## src/rtl/adc_seq_pkg.sv

```systemverilog
package adc_seq_pkg;
  localparam int NUM_CH  = 8;
  localparam int RES_W   = 10;
  localparam int WORD_W  = 16;
  localparam int CH_AW   = $clog2(NUM_CH);
  localparam int CNT_W   = $clog2(WORD_W + 1);
  localparam int RX_W    = WORD_W - 1;
  localparam int PAD_W   = WORD_W - 1 - CH_AW - RES_W;

  typedef struct packed {
    logic             vld;
    logic [CH_AW-1:0] ch;
    logic [RES_W-1:0] data;
  } result_t;

  function automatic logic [WORD_W-1:0] pack_word(input result_t r);
    if (r.vld) pack_word = {1'b0, r.ch, r.data, {PAD_W{1'b0}}};
    else       pack_word = '1;
  endfunction
endpackage

```

## src/rtl/adc_seq_sync.sv

```systemverilog
module adc_seq_sync #(
  parameter int          N_BITS  = 3,
  parameter int          STAGES  = 2,
  parameter logic [2:0]  RST_VAL = 3'b010
) (
  input  logic              clk,
  input  logic              rst_n,
  input  logic [N_BITS-1:0] async_in,
  output logic [N_BITS-1:0] sync_out
);
  for (genvar b = 0; b < N_BITS; b++) begin : g_bit
    logic [STAGES-1:0] chain_q;
    logic [STAGES-1:0] chain_d;
    if (STAGES > 1) begin : g_deep
      assign chain_d = {chain_q[STAGES-2:0], async_in[b]};
    end else begin : g_flat
      assign chain_d = async_in[b];
    end
    always_ff @(posedge clk or negedge rst_n) begin
      if (!rst_n) chain_q <= {STAGES{RST_VAL[b]}};
      else        chain_q <= chain_d;
    end
    assign sync_out[b] = chain_q[STAGES-1];
  end
endmodule

```

## src/rtl/adc_seq_frame.sv

```systemverilog
module adc_seq_frame
  import adc_seq_pkg::*;
(
  input  logic              clk,
  input  logic              rst_n,
  input  logic              sclk_s,
  input  logic              cs_n_s,
  input  logic              mosi_s,
  input  logic [WORD_W-1:0] load_word,
  output logic              frame_start,
  output logic              frame_done,
  output logic              frame_abort,
  output logic              cmd_write,
  output logic [NUM_CH-1:0] cmd_mask,
  output logic              miso
);
  logic              sclk_q, cs_q, in_frame_q, in_frame_d;
  logic [CNT_W-1:0]  cnt_q, cnt_d;
  logic [RX_W-1:0]   rx_q, rx_d;
  logic [WORD_W-1:0] tx_q, tx_d;
  logic              sclk_rise, sclk_fall, cs_rise, full;

  assign frame_start = cs_q & ~cs_n_s;
  assign cs_rise     = ~cs_q & cs_n_s;
  assign sclk_rise   = in_frame_q & ~sclk_q & sclk_s;
  assign sclk_fall   = in_frame_q & sclk_q & ~sclk_s;
  assign full        = (cnt_q == CNT_W'(WORD_W));
  assign frame_done  = sclk_rise & (cnt_q == CNT_W'(WORD_W - 1));
  assign frame_abort = cs_rise & in_frame_q & ~full;

  // Decoded command fields valid during the frame_done pulse
  assign cmd_write = rx_q[RX_W-1];
  for (genvar i = 0; i < NUM_CH; i++) begin : g_mask
    assign cmd_mask[i] = rx_q[RX_W-3-i];
  end

  always_comb begin
    in_frame_d = in_frame_q;
    cnt_d      = cnt_q;
    rx_d       = rx_q;
    tx_d       = tx_q;
    if (frame_start) begin
      in_frame_d = 1'b1;
      cnt_d      = '0;
      tx_d       = load_word;
    end else if (cs_rise) begin
      in_frame_d = 1'b0;
      tx_d       = '1;
    end else begin
      if (sclk_rise && !full) begin
        cnt_d = cnt_q + 1'b1;
        rx_d  = {rx_q[RX_W-2:0], mosi_s};
      end
      if (sclk_fall) tx_d = {tx_q[WORD_W-2:0], 1'b1};
    end
  end

  always_ff @(posedge clk or negedge rst_n) begin
    if (!rst_n) begin
      sclk_q     <= 1'b0;
      cs_q       <= 1'b1;
      in_frame_q <= 1'b0;
      cnt_q      <= '0;
      rx_q       <= '0;
      tx_q       <= '1;
    end else begin
      sclk_q     <= sclk_s;
      cs_q       <= cs_n_s;
      in_frame_q <= in_frame_d;
      cnt_q      <= cnt_d;
      rx_q       <= rx_d;
      tx_q       <= tx_d;
    end
  end

  assign miso = tx_q[WORD_W-1];

  // the edge counter never runs past one word
  a_r8_cnt_bound: assert property (@(posedge clk) disable iff (!rst_n)
    cnt_q <= CNT_W'(WORD_W));
  // outside a frame the output idles high
  a_r1_idle_high: assert property (@(posedge clk) disable iff (!rst_n)
    !in_frame_q |-> miso);
  // a new frame presents the loaded word's MSB on the next cycle
  a_r7_load_msb: assert property (@(posedge clk) disable iff (!rst_n)
    frame_start |=> miso == $past(load_word[WORD_W-1]));
endmodule

```

## src/rtl/adc_seq_core.sv

```systemverilog
module adc_seq_core
  import adc_seq_pkg::*;
(
  input  logic                    clk,
  input  logic                    rst_n,
  input  logic                    frame_start,
  input  logic                    frame_done,
  input  logic                    frame_abort,
  input  logic                    cmd_write,
  input  logic [NUM_CH-1:0]       cmd_mask,
  input  logic [NUM_CH*RES_W-1:0] sample_bus,
  output logic [WORD_W-1:0]       load_word
);
  logic [NUM_CH-1:0] pending_q, pending_d;
  result_t           cand_q, cand_d, res_q, res_d;
  logic [CH_AW-1:0]  sel_ch;
  logic              sel_vld;
  logic [NUM_CH-1:0] sel_onehot;

  // Lowest set bit of the pending mask wins
  always_comb begin
    sel_ch  = '0;
    sel_vld = 1'b0;
    for (int i = NUM_CH - 1; i >= 0; i--) begin
      if (pending_q[i]) begin
        sel_ch  = CH_AW'(i);
        sel_vld = 1'b1;
      end
    end
  end

  always_comb begin
    sel_onehot = '0;
    if (cand_q.vld) sel_onehot[cand_q.ch] = 1'b1;
  end

  always_comb begin
    pending_d = pending_q;
    cand_d    = cand_q;
    res_d     = res_q;
    if (frame_start) begin
      cand_d.vld  = sel_vld;
      cand_d.ch   = sel_ch;
      cand_d.data = sample_bus[sel_ch*RES_W +: RES_W];
    end
    if (frame_done) begin
      res_d     = cand_q;
      pending_d = pending_q & ~sel_onehot;
      if (cmd_write) pending_d = cmd_mask;
    end
  end

  always_ff @(posedge clk or negedge rst_n) begin
    if (!rst_n) begin
      pending_q <= '0;
      cand_q    <= '0;
      res_q     <= '0;
    end else begin
      pending_q <= pending_d;
      cand_q    <= cand_d;
      res_q     <= res_d;
    end
  end

  assign load_word = pack_word(res_q);

  // without a write, completed frames only remove pending channels
  a_r4_no_new_chan: assert property (@(posedge clk) disable iff (!rst_n)
    frame_done && !cmd_write |=> (pending_q & ~$past(pending_q)) == '0);
  // at most one channel retires per frame
  a_r4_one_step: assert property (@(posedge clk) disable iff (!rst_n)
    frame_done && !cmd_write |=>
      ($countones($past(pending_q)) - $countones(pending_q)) <= 1);
  // an aborted frame leaves sequence and result untouched
  a_r8_abort_hold: assert property (@(posedge clk) disable iff (!rst_n)
    frame_abort |=> $stable(pending_q) && $stable(res_q));
  // an empty mask starts no conversion
  a_r5_empty_idle: assert property (@(posedge clk) disable iff (!rst_n)
    frame_start && pending_q == '0 |=> !cand_q.vld);
  // a completed frame publishes the conversion it started
  a_r3_publish: assert property (@(posedge clk) disable iff (!rst_n)
    frame_done |=> res_q == $past(cand_q));
endmodule

```

## src/rtl/adc_seq_spi_top.sv

```systemverilog
module adc_seq_spi_top
  import adc_seq_pkg::*;
#(
  parameter int SYNC_STAGES = 2
) (
  input  logic                    clk,
  input  logic                    rst_n,
  input  logic                    spi_sclk,
  input  logic                    spi_cs_n,
  input  logic                    spi_mosi,
  output logic                    spi_miso,
  input  logic [NUM_CH*RES_W-1:0] sample_bus
);
  logic [1:0]        rst_sync_q;
  logic              rst_int_n;
  logic [2:0]        pins_s;
  logic              frame_start, frame_done, frame_abort, cmd_write;
  logic [NUM_CH-1:0] cmd_mask;
  logic [WORD_W-1:0] load_word;

  // Asynchronous assert, synchronous release
  always_ff @(posedge clk or negedge rst_n) begin
    if (!rst_n) rst_sync_q <= 2'b00;
    else        rst_sync_q <= {rst_sync_q[0], 1'b1};
  end
  assign rst_int_n = rst_sync_q[1];

  adc_seq_sync #(.N_BITS(3), .STAGES(SYNC_STAGES), .RST_VAL(3'b010)) u_sync (
    .clk      (clk),
    .rst_n    (rst_int_n),
    .async_in ({spi_mosi, spi_cs_n, spi_sclk}),
    .sync_out (pins_s)
  );

  adc_seq_frame u_frame (
    .clk         (clk),
    .rst_n       (rst_int_n),
    .sclk_s      (pins_s[0]),
    .cs_n_s      (pins_s[1]),
    .mosi_s      (pins_s[2]),
    .load_word   (load_word),
    .frame_start (frame_start),
    .frame_done  (frame_done),
    .frame_abort (frame_abort),
    .cmd_write   (cmd_write),
    .cmd_mask    (cmd_mask),
    .miso        (spi_miso)
  );

  adc_seq_core u_core (
    .clk         (clk),
    .rst_n       (rst_int_n),
    .frame_start (frame_start),
    .frame_done  (frame_done),
    .frame_abort (frame_abort),
    .cmd_write   (cmd_write),
    .cmd_mask    (cmd_mask),
    .sample_bus  (sample_bus),
    .load_word   (load_word)
  );
endmodule

```

## config.mk

```make
export PLATFORM = sky130hd
export DESIGN_NAME = adc_seq_spi_top
export DESIGN_NICKNAME = d
export VERILOG_FILES = /design/src/rtl/adc_seq_pkg.sv /design/src/rtl/adc_seq_sync.sv /design/src/rtl/adc_seq_frame.sv /design/src/rtl/adc_seq_core.sv /design/src/rtl/adc_seq_spi_top.sv
export SDC_FILE = /design/constraint.sdc
export NUM_CORES = 1
export LEC_CHECK = 0
export BUFFER_PORTS_ARGS = -buffer_cell sky130_fd_sc_hd__buf_2
export CORE_ASPECT_RATIO = 1.1
export CORE_MARGIN = 3
export CORE_UTILIZATION = 45
export DETAILED_ROUTE_END_ITERATION = 10
export GPL_ROUTABILITY_DRIVEN = 1
export GPL_TIMING_DRIVEN = 0
export MAX_ROUTING_LAYER = met4
export PLACE_DENSITY = 0.69
export SLEW_MARGIN = 25
export SYNTH_ARGS = -nofsm -noshare
export SYNTH_HDL_FRONTEND = slang
export SYNTH_HIERARCHICAL = 1
export SYNTH_SLANG_ARGS = --single-unit
```

## constraint.sdc

```tcl
create_clock -name clk -period 2.7 [get_ports clk]
set_clock_uncertainty 0.15 [all_clocks]
set_input_delay 0.54 -clock clk [delete_from_list [all_inputs] [get_ports clk]]
set_output_delay 0.54 -clock clk [all_outputs]
set_load 0.005 [all_outputs]
```

* After elaboration in Yosys (flattened, before gate mapping)
Cells that the tools add are included.
Cells by class: $add $sub $neg 1, multiply operators 1, magnitude comparators 2, equality and inequality tests 3, shift-type cells 1, multiplexer cells 29, bitwise operators 15, reduce and logical (&&, ||, !) cells 8
Operator list (count):
- 80-bit by 8-bit indexed part select with 10-bit output | 1
- 16-bit 2-to-1 mux | 4
- 3-bit 2-to-1 mux | 8
- 8-bit 2-to-1 mux | 2
- 5-bit 2-to-1 mux | 3
- 1-bit 2-to-1 mux | 11
- 8-bit AND | 1
- 8-bit NOT | 1
- 1-bit AND | 7
- 3-bit by 3-bit multiplier with 6-bit output (second input constant) | 1
- 1-bit NOT | 6
- 5-bit by 1-bit adder with 5-bit output (second input constant) | 1
- 5-bit by 4-bit == test with 1-bit output (second input constant) | 1
- 5-bit == test (second input constant) | 1
- 3-bit by 4-bit less-than comparator with 1-bit output (second input constant) | 1
- 2-bit nonzero test | 2
- 1-bit demux with 3-bit select | 1
- 3-bit by 1-bit >= comparator with 1-bit output (second input constant) | 1
- 3-bit AND reduction | 1
- 3-bit nonzero test | 1
- 1-bit logical AND | 2
- 2-bit != test (second input constant) | 1
- 2-bit AND reduction | 1
- 1-bit logical NOT | 1
Word-level totals: register bits 83, logic and storage cells 77

* Logic depth before layout (Yosys ltp)
depth in word-level cells 10, mapped depth 10, depth with buffers taken out 7

* Hierarchy
The synthesis kept the hierarchy.
By module, submodules not included:
- adc_seq_core | instances 1, cells an instance 283, area an instance 2655.0 µm², seq. area each 900.9 µm²
- adc_seq_frame | instances 1, cells an instance 175, area an instance 2000.7 µm², seq. area each 997.2 µm²
- adc_seq_sync | instances 1, cells an instance 9, area an instance 175.2 µm², seq. area each 152.6 µm²
- adc_seq_spi_top | instances 1, cells an instance 3, area an instance 53.8 µm², seq. area each 50.0 µm²

* Worst setup path before layout
OpenSTA, ideal clock, no wires.
path kind reg2reg, start register u_frame.cnt_q[0], end register u_core.pending_q[5], library setup time 0.136 ns, data arrival time 1.870 ns, required time 2.414 ns, path slack 0.544 ns, stages on the path, launching flop included 10, buffers on the path 3, period minus slack after synthesis 2.156 ns, path through dfrtp_1 > ha_1 > and3_1 > ha_1 > and2_1 > clkbuf_1 > and2_1 > clkbuf_1 > clkbuf_1 > o21ai_0
On the way: longest elaborated chain between the ends 2
Ends and longest elaborated chain:
- start, declared | line adc_seq_frame.sv:18 | logic [CNT_W-1:0] cnt_q, cnt_d;
- start signal, assigned | line adc_seq_frame.sv:70 | cnt_q <= cnt_d;
- 5-bit by 4-bit == test with 1-bit output | line adc_seq_frame.sv:28 | assign frame_done = sclk_rise & (cnt_q == CNT_W'(WORD_W - 1));
- 1-bit AND | line adc_seq_frame.sv:28
- via frame_done | line adc_seq_spi_top.sv:17 | logic frame_start, frame_done, frame_abort, cmd_write;
- end signal, assigned | line adc_seq_core.sv:59 | pending_q <= pending_d;
- end, declared | line adc_seq_core.sv:14 | logic [NUM_CH-1:0] pending_q, pending_d;
The timed path passes the listed nets, and every way through them passes these cells. A chain may end at the register's enable or synchronous reset.

* Worst setup path after layout
start register u_frame.cnt_q[1], end register u_core/res_q[11] (netlist name)
On the way: longest elaborated chain between the ends 2
Ends and longest elaborated chain:
- 5-bit by 4-bit == test with 1-bit output | line adc_seq_frame.sv:28
- 1-bit AND | line adc_seq_frame.sv:28
- via frame_done | line adc_seq_spi_top.sv:17
- end signal, assigned | line adc_seq_core.sv:61 | res_q <= res_d;
- end, declared | line adc_seq_core.sv:15 | result_t cand_q, cand_d, res_q, res_d;
The timed path passes the listed nets, and every way through them passes these cells.

==> impl_metrics.toml <==
[floorplanning]
die_h_um = 115
die_w_um = 105
num_rows = 39
ioPinCount = 86
initial_utilization_pct = 46.5
die-area_sq_um = 12100
coreArea_sq_um = 10500

[flow_run]
cap_violations = 0

[finish]
final_cell_mix = "buf_2 (90), dfrtp_1 (63), o21ai_0 (45)"
antenna_cells = 0
final_common_cell = "buf_2"
drive_above_1_share_pct = 37.1
fillers = 926
syn_to_final_growth_pct = 19.5
fin_nets = 656
multi_input_area_sq_um = 2400
ff_latch_area_sq_um = 2100
final_cells = 714

[global_routing]
overflow = 0
first_global_vias = 3977
grt_max_degree = 55
antenna_found_initial = 0
grt_util_all_layers_pct = 19.9
grt_pass1_wl_mm = 19.0

[route]
drtIter0Drc = 180
vias_per_cell = 5.52
dr.pass1.iters = 4
vias = 3940
totalWireLength_mm = 11.4
drt_drc_violations_left = 0
wl_per_cell_um = 16.0
ant_nets = 0

[placed_design]
gp_congestion = 0.893
place_hpwl_mm = 8.66
port_buffers = 85
place_ws_ns = 0.0936
placed_cells = 698

[clocking]
cts_tree = "done"
cts.htree.levels = 3
root_buffer = "clkbuf_16"
cts_setup_buffers = 0
numCtsBuffers = 9
path_clk_slew_ns = 0.07
cts_sinks = 83
clk_latency_ns = 0.33
cts_max_path_buffers = 2

[sta]
rsz0062_at_grt = "no"
fin_ws_ns = 0.258
finalHoldViolCount = 0
setup_viol = 0
slew_violations = 0
slew_headroom_pct = 50.5
period_needed_ns = 2.44
period_share_pct = 90.5
max_freq_ghz = 0.409
worst_slew_pin_slew_ns = 0.734

[critical_path]
r2r_cells = 6
cp.required_ns = 2.77
slowest_stage = "buf_1"
crit_type = "reg2reg"
crit_path_max_incr_delay_ns = 0.46
r2r_setup_slack_ns = 0.26
cp-end-kind = "flip-flop"
rr_endpoint = "u_core/res_q[11]"
cpMostUsedCell = "ha_1"
worst-path-max-fanout = 10
cp_cell_sequence = "ha_1 -> and3_1 -> ha_1 -> and2_1 -> buf_1 -> mux2_2"
critPathLaunchType = "flip-flop"
timing.rr.start = "u_frame/cnt_q[1]"
arrival_ns = 2.51

[run_status]
status = "finished, final reports clean"

[synthesis]
syn_area_sq_um = 4880
yosysWarnings = 6
syn_inst = 469
synthesis.nets = 559
syn_area_per_cell_sq_um = 10.4

[pwr]
p_leak_nw = 2.61
max-vdd-ir-drop_mv = 0.396
pwr_density_cell_nw_per_um2 = 536
power_mw = 3.12

[min_path]
hold_path_class = "reg2async"
[flip-flops by register name, summed over array words and instances, names as in the netlist]
| signal | flops |
|---|---|
| rst_sync_q | 2 |
| u_core/cand_q | 14 |
| u_core/pending_q | 8 |
| u_core/res_q | 14 |
| u_frame/cnt_q | 5 |
| u_frame/cs_q | 1 |
| u_frame/in_frame_q | 1 |
| u_frame/rx_q | 15 |
| u_frame/sclk_q | 1 |
| u_frame/tx_q | 16 |
| u_sync/g_bit.chain_q | 6 |
[worst max path at each step]
stage | endpoint | startpoint
2_1_floorplan | u_core/cand_q[0] | rst_sync_q[1]
3_3_place_gp | u_core/cand_q[4] | rst_sync_q[1]
3_5_place_dp | u_core/pending_q[6] | u_frame/cnt_q[1]
4_1_cts | u_core/pending_q[5] | u_frame/cnt_q[1]
5_1_grt | u_core/cand_q[0] | u_sync/g_bit[1].chain_q[1]
6_report | u_core/res_q[11] | u_frame/cnt_q[1]
[critical path: cells and delay by family (launching register included)]
family	cells	cell delay, ns
and+or+nand+nor	2	0.53
buffers and inverters	1	0.46
DFF	1	0.42
muxes	1	0.40
adders and majority gates	2	0.36
[layer usage]
metal / track usage (%) / routed length [um] / share of wire, % / up-vias
met5: - / 0 / 0 / -
met1: 25.6 / 5060 / 44 / 1916
met4: 5.51 / 165 / 1.4 / 0
met3: 3.26 / 502 / 4.4 / 12
met2: 32.7 / 5670 / 50 / 120
li1: - / - / - / 1892
[layout make-up]
type / instances / area share, %
multi-input cells: 317 / 41.1
flip-flops and latches: 83 / 36.1
repair buffers: 87 / 7.94
plain buffers: 48 / 5.19
clock buffers: 9 / 3.86
well taps: 143 / 3.07
clock inverters: 7 / 1.42
inverters: 20 / 1.29
[through the flow]
step                hold slack [ns]  instance area [sq um]  TNS, ns  util, %
floorplan                    0.0944                   4880        0        -
global placement              0.175                   5480   -46.28     52.3
detailed placement            0.120                   5510        0     52.6
CTS                           0.126                   5830        0     55.6
global route                  0.135                   5830        0     55.6
finish                        0.106                   5830        0     55.6
[power by group]
group	switching, mW	internal, mW	total (mW)
Clock	0.529	0.733	1.26
Sequential	0.0874	1.40	1.49
Combinational	0.168	0.205	0.373
Total	0.785	2.34	3.12
[repair_timing]
| action | CTS | global route |
|---|---|---|
| hold buffers | 1 | 0 |
| hold endpoints to repair | 2 | 0 |
| gates resized for setup | 0 | 2 |
| setup endpoints to repair | 0 | 17 |
(Power assumes the default switching activity.)
